===== src/rtl/ssb_pkg.sv =====
package ssb_pkg;
    typedef enum logic [1:0] {
        Q_EMPTY = 2'd0,
        Q_OPEN  = 2'd1,
        Q_FULL  = 2'd2
    } q_state_e;
endpackage


===== src/rtl/ssb_age_cmp.sv =====
// Modular age test: older_o is 1 when tag_a was issued before tag_b.
module ssb_age_cmp #(
    parameter int TAGW = 8
) (
    input  logic [TAGW-1:0] tag_a,
    input  logic [TAGW-1:0] tag_b,
    output logic            older_o
);
    logic [TAGW-1:0] diff;
    assign diff    = tag_b - tag_a;
    assign older_o = (diff != '0) && !diff[TAGW-1];
endmodule


===== src/rtl/ssb_entry_array.sv =====
module ssb_entry_array #(
    parameter int DEPTH = 8,
    parameter int AW    = 32,
    parameter int DW    = 32,
    parameter int TAGW  = 8,
    localparam int IDXW = $clog2(DEPTH)
) (
    input  logic                       clk,
    input  logic                       rst_n,
    input  logic                       wr_en,
    input  logic [IDXW-1:0]            wr_idx,
    input  logic [TAGW-1:0]            wr_tag,
    input  logic [AW-1:0]              wr_addr,
    input  logic [DW-1:0]              wr_data,
    input  logic                       commit_valid,
    input  logic [TAGW-1:0]            commit_tag,
    input  logic                       pop_en,
    input  logic [IDXW-1:0]            pop_idx,
    input  logic [DEPTH-1:0]           kill_mask,
    output logic [DEPTH-1:0]           ent_vld,
    output logic [DEPTH-1:0]           ent_spec,
    output logic [DEPTH-1:0][TAGW-1:0] ent_tag,
    output logic [DEPTH-1:0][AW-1:0]   ent_addr,
    output logic [DEPTH-1:0][DW-1:0]   ent_data
);
    for (genvar j = 0; j < DEPTH; j++) begin : g_ent
        logic sel_wr, sel_pop, sel_cmt;
        assign sel_wr  = wr_en  && (wr_idx  == IDXW'(j));
        assign sel_pop = pop_en && (pop_idx == IDXW'(j));
        assign sel_cmt = commit_valid && ent_vld[j] && (ent_tag[j] == commit_tag);

        always_ff @(posedge clk) begin
            if (!rst_n) begin
                ent_vld[j]  <= 1'b0;
                ent_spec[j] <= 1'b0;
            end else if (sel_wr) begin
                ent_vld[j]  <= 1'b1;
                ent_spec[j] <= 1'b1;
            end else begin
                if (sel_pop || kill_mask[j]) ent_vld[j] <= 1'b0;
                if (sel_cmt)                 ent_spec[j] <= 1'b0;
            end
        end

        always_ff @(posedge clk) begin
            if (sel_wr) begin
                ent_tag[j]  <= wr_tag;
                ent_addr[j] <= wr_addr;
                ent_data[j] <= wr_data;
            end
        end
    end
endmodule


===== src/rtl/ssb_queue_ctrl.sv =====
module ssb_queue_ctrl
    import ssb_pkg::*;
#(
    parameter int DEPTH = 8,
    parameter int TAGW  = 8,
    localparam int IDXW = $clog2(DEPTH),
    localparam int CW   = IDXW + 1
) (
    input  logic                       clk,
    input  logic                       rst_n,
    input  logic                       alloc_valid,
    input  logic                       kill_valid,
    input  logic [TAGW-1:0]            kill_tag,
    input  logic                       drain_ready,
    input  logic [DEPTH-1:0]           ent_vld,
    input  logic [DEPTH-1:0]           ent_spec,
    input  logic [DEPTH-1:0][TAGW-1:0] ent_tag,
    output logic                       alloc_ready,
    output logic                       alloc_fire,
    output logic                       drain_valid,
    output logic                       drain_fire,
    output logic [IDXW-1:0]            head_q,
    output logic [IDXW-1:0]            tail_q,
    output logic [CW-1:0]              cnt_q,
    output logic [DEPTH-1:0]           kill_mask
);
    q_state_e        state_q, state_d;
    logic [CW-1:0]   cnt_d, nkill;
    logic [IDXW-1:0] head_d, tail_d;

    // Kill window: held entries strictly younger than the boundary.
    for (genvar j = 0; j < DEPTH; j++) begin : g_kill
        logic [IDXW-1:0] off;
        logic            younger;
        assign off = IDXW'(j) - head_q;
        ssb_age_cmp #(.TAGW(TAGW)) age_i (
            .tag_a   (kill_tag),
            .tag_b   (ent_tag[j]),
            .older_o (younger)
        );
        assign kill_mask[j] = kill_valid && ({1'b0, off} < cnt_q) && younger;
    end

    always_comb begin
        nkill = '0;
        for (int j = 0; j < DEPTH; j++) nkill = nkill + CW'(kill_mask[j]);
    end

    // Output process: handshake signals from the current state.
    always_comb begin
        alloc_ready = 1'b0;
        drain_valid = 1'b0;
        unique case (state_q)
            Q_EMPTY: alloc_ready = !kill_valid;
            Q_OPEN: begin
                alloc_ready = !kill_valid;
                drain_valid = ent_vld[head_q] && !ent_spec[head_q];
            end
            Q_FULL:  drain_valid = ent_vld[head_q] && !ent_spec[head_q];
            default: ;
        endcase
    end

    assign alloc_fire = alloc_valid && alloc_ready;
    assign drain_fire = drain_valid && drain_ready;

    always_comb begin
        head_d = head_q + IDXW'(drain_fire);
        if (kill_valid) begin
            tail_d = tail_q - nkill[IDXW-1:0];
            cnt_d  = cnt_q - nkill - CW'(drain_fire);
        end else begin
            tail_d = tail_q + IDXW'(alloc_fire);
            cnt_d  = cnt_q + CW'(alloc_fire) - CW'(drain_fire);
        end
    end

    // Next-state process: named transitions between occupancy states.
    always_comb begin
        state_d = state_q;
        unique case (state_q)
            Q_EMPTY: if (cnt_d != '0) state_d = Q_OPEN;
            Q_OPEN: begin
                if (cnt_d == '0)            state_d = Q_EMPTY;
                else if (cnt_d == CW'(DEPTH)) state_d = Q_FULL;
            end
            Q_FULL: begin
                if (cnt_d == '0)            state_d = Q_EMPTY;
                else if (cnt_d != CW'(DEPTH)) state_d = Q_OPEN;
            end
            default: state_d = Q_EMPTY;
        endcase
    end

    always_ff @(posedge clk) begin
        if (!rst_n) begin
            state_q <= Q_EMPTY;
            head_q  <= '0;
            tail_q  <= '0;
            cnt_q   <= '0;
        end else begin
            state_q <= state_d;
            head_q  <= head_d;
            tail_q  <= tail_d;
            cnt_q   <= cnt_d;
        end
    end
endmodule


===== src/rtl/ssb_load_fwd.sv =====
module ssb_load_fwd #(
    parameter int DEPTH = 8,
    parameter int AW    = 32,
    parameter int DW    = 32,
    parameter int TAGW  = 8,
    localparam int IDXW = $clog2(DEPTH)
) (
    input  logic [DEPTH-1:0]           ent_vld,
    input  logic [DEPTH-1:0][TAGW-1:0] ent_tag,
    input  logic [DEPTH-1:0][AW-1:0]   ent_addr,
    input  logic [DEPTH-1:0][DW-1:0]   ent_data,
    input  logic [IDXW-1:0]            head,
    input  logic [AW-1:0]              ld_addr,
    input  logic [TAGW-1:0]            ld_tag,
    output logic                       fwd_hit,
    output logic [DW-1:0]              fwd_data
);
    logic [DEPTH-1:0] match;

    for (genvar j = 0; j < DEPTH; j++) begin : g_cmp
        logic older;
        ssb_age_cmp #(.TAGW(TAGW)) age_i (
            .tag_a   (ent_tag[j]),
            .tag_b   (ld_tag),
            .older_o (older)
        );
        assign match[j] = ent_vld[j] && older && (ent_addr[j] == ld_addr);
    end

    // Walk from oldest to youngest; the last match seen is the youngest.
    always_comb begin
        fwd_hit  = 1'b0;
        fwd_data = '0;
        for (int i = 0; i < DEPTH; i++) begin
            if (match[IDXW'(head + IDXW'(i))]) begin
                fwd_hit  = 1'b1;
                fwd_data = ent_data[IDXW'(head + IDXW'(i))];
            end
        end
    end
endmodule


===== src/rtl/spec_store_buffer.sv =====
module spec_store_buffer #(
    parameter int DEPTH = 8,
    parameter int AW    = 32,
    parameter int DW    = 32,
    parameter int TAGW  = 8,
    localparam int IDXW = $clog2(DEPTH),
    localparam int CW   = IDXW + 1
) (
    input  logic            clk,
    input  logic            rst_n,
    input  logic            alloc_valid,
    output logic            alloc_ready,
    input  logic [TAGW-1:0] alloc_tag,
    input  logic [AW-1:0]   alloc_addr,
    input  logic [DW-1:0]   alloc_data,
    input  logic            commit_valid,
    input  logic [TAGW-1:0] commit_tag,
    input  logic            kill_valid,
    input  logic [TAGW-1:0] kill_tag,
    input  logic [AW-1:0]   ld_addr,
    input  logic [TAGW-1:0] ld_tag,
    input  logic            cache_hit,
    input  logic [DW-1:0]   cache_data,
    output logic            ld_hit,
    output logic            ld_fwd,
    output logic [DW-1:0]   ld_data,
    output logic            drain_valid,
    input  logic            drain_ready,
    output logic [AW-1:0]   drain_addr,
    output logic [DW-1:0]   drain_data
);
    logic                       alloc_fire, drain_fire;
    logic [IDXW-1:0]            head_q, tail_q;
    logic [CW-1:0]              cnt_q;
    logic [DEPTH-1:0]           kill_mask, ent_vld, ent_spec;
    logic [DEPTH-1:0][TAGW-1:0] ent_tag;
    logic [DEPTH-1:0][AW-1:0]   ent_addr;
    logic [DEPTH-1:0][DW-1:0]   ent_data;
    logic                       fwd_hit;
    logic [DW-1:0]              fwd_data;

    ssb_queue_ctrl #(.DEPTH(DEPTH), .TAGW(TAGW)) ctrl_i (
        .clk, .rst_n, .alloc_valid, .kill_valid, .kill_tag, .drain_ready,
        .ent_vld, .ent_spec, .ent_tag,
        .alloc_ready, .alloc_fire, .drain_valid, .drain_fire,
        .head_q, .tail_q, .cnt_q, .kill_mask
    );

    ssb_entry_array #(.DEPTH(DEPTH), .AW(AW), .DW(DW), .TAGW(TAGW)) ent_i (
        .clk, .rst_n,
        .wr_en(alloc_fire), .wr_idx(tail_q), .wr_tag(alloc_tag),
        .wr_addr(alloc_addr), .wr_data(alloc_data),
        .commit_valid, .commit_tag,
        .pop_en(drain_fire), .pop_idx(head_q), .kill_mask,
        .ent_vld, .ent_spec, .ent_tag, .ent_addr, .ent_data
    );

    ssb_load_fwd #(.DEPTH(DEPTH), .AW(AW), .DW(DW), .TAGW(TAGW)) fwd_i (
        .ent_vld, .ent_tag, .ent_addr, .ent_data, .head(head_q),
        .ld_addr, .ld_tag, .fwd_hit, .fwd_data
    );

    assign ld_fwd     = fwd_hit;
    assign ld_hit     = fwd_hit || cache_hit;
    assign ld_data    = fwd_hit ? fwd_data : cache_data;
    assign drain_addr = ent_addr[head_q];
    assign drain_data = ent_data[head_q];
endmodule


===== config.mk =====
export PLATFORM = sky130hd
export DESIGN_NAME = spec_store_buffer
export DESIGN_NICKNAME = d
export VERILOG_FILES = /design/src/rtl/ssb_pkg.sv /design/src/rtl/ssb_age_cmp.sv /design/src/rtl/ssb_entry_array.sv /design/src/rtl/ssb_queue_ctrl.sv /design/src/rtl/ssb_load_fwd.sv /design/src/rtl/spec_store_buffer.sv
export SDC_FILE = /design/constraint.sdc
export NUM_CORES = 2
export LEC_CHECK = 0
export BUFFER_PORTS_ARGS = -buffer_cell sky130_fd_sc_hd__buf_2
export CORE_ASPECT_RATIO = 0.75
export CORE_MARGIN = 8
export CORE_UTILIZATION = 45
export CTS_CLUSTER_DIAMETER = 80
export DETAILED_ROUTE_END_ITERATION = 16
export SKIP_LAST_GASP = 1
export SYNTH_ARGS = -nofsm -noshare
export SYNTH_HDL_FRONTEND = slang
export SYNTH_SLANG_ARGS = --single-unit

===== constraint.sdc =====
create_clock -name clk -period 10.6 [get_ports clk]
set_clock_uncertainty 0.05 [all_clocks]
set_input_delay 2.12 -clock clk [delete_from_list [all_inputs] [get_ports clk]]
set_output_delay 2.12 -clock clk [all_outputs]
set_load 0.02 [all_outputs]

==> results_dict.tcl <==
set metrics [dict create \
    outcome "finished, final reports clean" \
    antenna_found_initial 26 \
    timing.critical_path.from_type "input port" \
    drive_gt1_share_pct 21.7 \
    die_h_microns 282 \
    layout.cell_area.non_filler_sq_um 47200 \
    final_cell_mix "sky130_fd_sc_hd__edfxtp_1 (576), sky130_fd_sc_hd__nand2_1 (441), sky130_fd_sc_hd__mux4_2 (320), sky130_fd_sc_hd__buf_2 (266), sky130_fd_sc_hd__xor2_1 (246)" \
    placedInstanceArea_sq_um 45000 \
    synth-edff-count 576 \
    via_count_of_the_first_global_routing_pass 31200 \
    critical_path.cell_chain "buf_2 -> inv_1 -> fa_1 -> nor2b_1 -> o21a_1 -> or4_1 -> a2111oi_2 -> a211oi_2 -> a31oi_1 -> a31oi_4 -> nor2_4 -> and4_4 -> and2_1 -> buf_4 -> a22oi_1 -> nand3_1 -> buf_2" \
    max-slew-margin-rel_pct 7.04 \
    viasPerCell 6.57 \
    worst-setup-path-type "input port to primary output" \
    filler_cell_count 8134 \
    final_critical_path_setup_slack_ns 0.915 \
    synthArstFlopShare_pct 0 \
    wirelength_microns 149000 \
    sequential_cell_area_sq_um 17900 \
    dieWidth_microns 370 \
    setup_tns_ns 0 \
    flow.area_growth_from_synthesis_pct 11.4 \
    buffer_count_from_post_cts_setup_fixing 0 \
    place_hpwl_microns 103000 \
    final_min_period_over_clock_period_pct 91.4 \
    design.core.area_sq_um 93300 \
    count_of_max_cap_constraint_violations 0 \
    multiInputGateArea_sq_um 23300 \
    detail_route.first_pass.iterations 6 \
    mostFrequentLayoutCell "sky130_fd_sc_hd__edfxtp_1" \
    setup_viol_count_final 0 \
    crit_path_max_fanout 21 \
    synth_seq_cells 604 \
    vias 33000 \
    finalWorstPathRequiredPeriod_ns 9.69 \
    critical-path-slowest-cell "sky130_fd_sc_hd__a31oi_1" \
    max_slew.worst_pin.slew_ns 1.38 \
    synthesis.area_per_instance_sq_um 11.9 \
    cts_inserted_buffers 68 \
    synth.yosys.seq_area_share_pct 42.1 \
    critical-path-max-stage-delay_ns 0.54 \
    die_area_sq_um 104000 \
    place.port_buffers 266 \
    post-place-ws_ns 1.05 \
    netlist_area_sq_um 42400 \
    grt_pass1_wl_microns 216000 \
    ant_nets 0 \
    finalWeightedCongestion 0.966 \
    overflow 0 \
    num-nets-final 4068 \
    hp-class "flip-flop to flip-flop" \
    grt_max_degree 98 \
    max_freq_mhz 103 \
    final-max-slew-violation-count 0 \
    cts_tree "built" \
    unrepaired_setup_endpoints_after_global_routing "no" \
    pwr_density_cell_nw_per_um2 147 \
    cts_root_buffer "sky130_fd_sc_hd__clkbuf_16" \
    clk-insertion-delay-late_ns 0.64 \
    site_rows 97 \
    syn-num-nets 3897 \
    timing.critical_path.to_type "primary output" \
    top_cell_family_by_delay_on_the_critical_path "simple AND/OR/NAND/NOR gates" \
    synth.largest_area_cell "sky130_fd_sc_hd__edfxtp_1" \
    total_leakage_power_nw 16.4 \
    worst-endpoint-required_ns 8.43 \
    worst_endpoint_data_arrival_time_ns 7.52 \
    route.detailed.wl_per_inst_microns 29.6 \
    ctsHtreeMaxLevel 3 \
    cts-resized-gates 0 \
    clkTransAtPathRegs_ns 0.06 \
    synth.distinct_cells 94 \
    critical_path_buf_inv_count 4 \
    cts.sinks 604 \
    yosys_most_used_dff "sky130_fd_sc_hd__edfxtp_1" \
    synthesis.yosys.warnings 0 \
    initial_utilization_pct 45.4 \
    number_of_buffers_inserted_by_hold_repair_at_cts 0 \
    report.final.hold_viol_count 0 \
    clk_path_buf_depth 3 \
    drt_first_iter_violations 4662 \
    drc 0 \
    peak_supply_drop_mv 0.196 \
    synth_top_area_share_pct 40.8 \
    cp_common_cell "sky130_fd_sc_hd__buf_2" \
    synthTopCellsByArea "sky130_fd_sc_hd__edfxtp_1 (41%), sky130_fd_sc_hd__mux4_2 (17%), sky130_fd_sc_hd__xor2_1 (5.1%)" \
    synthCells 3556 \
    grt_overall_usage_pct 27.8 \
    ports 267 \
]
[worst reg2reg max path, cell delays in order, from the launching register on]
cell and delay (ns):
sky130_fd_sc_hd__dfxtp_4 0.67, sky130_fd_sc_hd__inv_1 0.51, sky130_fd_sc_hd__ha_4 0.99, sky130_fd_sc_hd__inv_1 0.62, sky130_fd_sc_hd__ha_1 0.46, sky130_fd_sc_hd__a21o_1 0.17, sky130_fd_sc_hd__a21oi_1 0.15, sky130_fd_sc_hd__o21ai_0 0.27
sky130_fd_sc_hd__a311oi_1 0.75, sky130_fd_sc_hd__fa_1 0.54, sky130_fd_sc_hd__fa_1 0.49, sky130_fd_sc_hd__fa_1 0.55, sky130_fd_sc_hd__inv_1 0.05, sky130_fd_sc_hd__ha_1 0.17, sky130_fd_sc_hd__o21ai_0 0.14, sky130_fd_sc_hd__nand3b_1 0.11
sky130_fd_sc_hd__xnor2_1 0.15, sky130_fd_sc_hd__xnor2_1 0.12, sky130_fd_sc_hd__a21oi_1 0.27, sky130_fd_sc_hd__mux2i_1 0.24, sky130_fd_sc_hd__nand2_1 0.07, sky130_fd_sc_hd__o21ai_0 0.15, sky130_fd_sc_hd__mux2i_1 0.24, sky130_fd_sc_hd__nor2b_1 0.06
[logic make-up after synthesis]
| group | after synthesis | synth area share, % |
|---|---|---|
| XOR/XNOR | 418 | 8.69 |
| adder cells (fa/ha/maj) | 174 | 5.56 |
| AO/OA/AOI/OAI | 596 | 9.82 |
| AND/OR/NAND/NOR | 1020 | 11.6 |
| flip-flops | 604 | 42.1 |
| buffers and inverters | 344 | 3.30 |
| multiplexers | 400 | 18.9 |
[metal layers]
metal	routed length [microns]	vias to the layer above	GRT usage, %
met5	103	-	0
met4	4410	16	8.29
met3	16900	286	6.70
met2	64600	2066	41.1
met1	63000	16600	40.6
li1	-	14100	-
[final timing paths]
| kind | startpoint | end | slack (ns) | cells past startpoint |
|---|---|---|---|---|
| worst max register to register | ctrl_i.head_q[1] | ctrl_i.state_q[0] | 2.56 | 23 |
| worst min-delay path | ent_i.ent_spec[7] | ent_i.ent_spec[7] | 0.45 | 2 |
| worst min register to register | ent_i.ent_spec[7] | ent_i.ent_spec[7] | 0.45 | 2 |
| worst max-delay path | ld_tag[1] | ld_data[15] | 0.91 | 17 |
[metrics by stage]
step	cells	utilization, %	power (mW)	hold slack (ns)
3_3_place_gp	4894	48.2	4.55	0.423
5_1_grt	5021	50.6	7.21	0.481
3_5_place_dp	4894	48.2	4.56	0.431
6_report	5028	50.6	6.93	0.449
2_1_floorplan	3556	-	4.03	0.394
4_1_cts	5017	50.6	6.95	0.447
[final cells by class]
cell class / count / share of cell area, %
Multi-Input combinational cell: 2608 / 49.3
Sequential cell: 604 / 37.8
Timing Repair Buffer: 328 / 3.88
Clock buffer: 86 / 3.86
Tap cell: 1237 / 3.28
Inverter: 117 / 0.956
Clock inverter: 37 / 0.858
Antenna cell: 11 / 0.0583
[where the power goes]
| group | leakage (nW) | switching, mW | internal [mW] | total (mW) |
|---|---|---|---|---|
| Combinational | 9.92 | 1.01 | 0.651 | 1.66 |
| Sequential | 5.43 | 0.114 | 2.76 | 2.88 |
| Clock | 1.07 | 1.05 | 1.34 | 2.39 |
| Total | 16.4 | 2.18 | 4.75 | 6.93 |
[synth_stat cells (all sizes together) (56+ instances only)]
master and number:
a21oi 103, buf 110, clkbuf 117, edfxtp 576, ha 150, inv 116, mux2i 69, mux4 320
nand2 441, nand3 56, nand4 73, nor2 142, nor4 70, o21ai 128, xnor2 172, xor2 246
[registers in the layout, indices dropped and copies added (netlist names)]
register,flops
ctrl_i.cnt_q,4
ctrl_i.head_q,3
ctrl_i.state_q,2
ctrl_i.tail_q,3
ent_i.ent_addr,256
ent_i.ent_data,256
ent_i.ent_spec,8
ent_i.ent_tag,64
ent_i.ent_vld,8
Note: power is estimated with default switching activity, not from simulation.
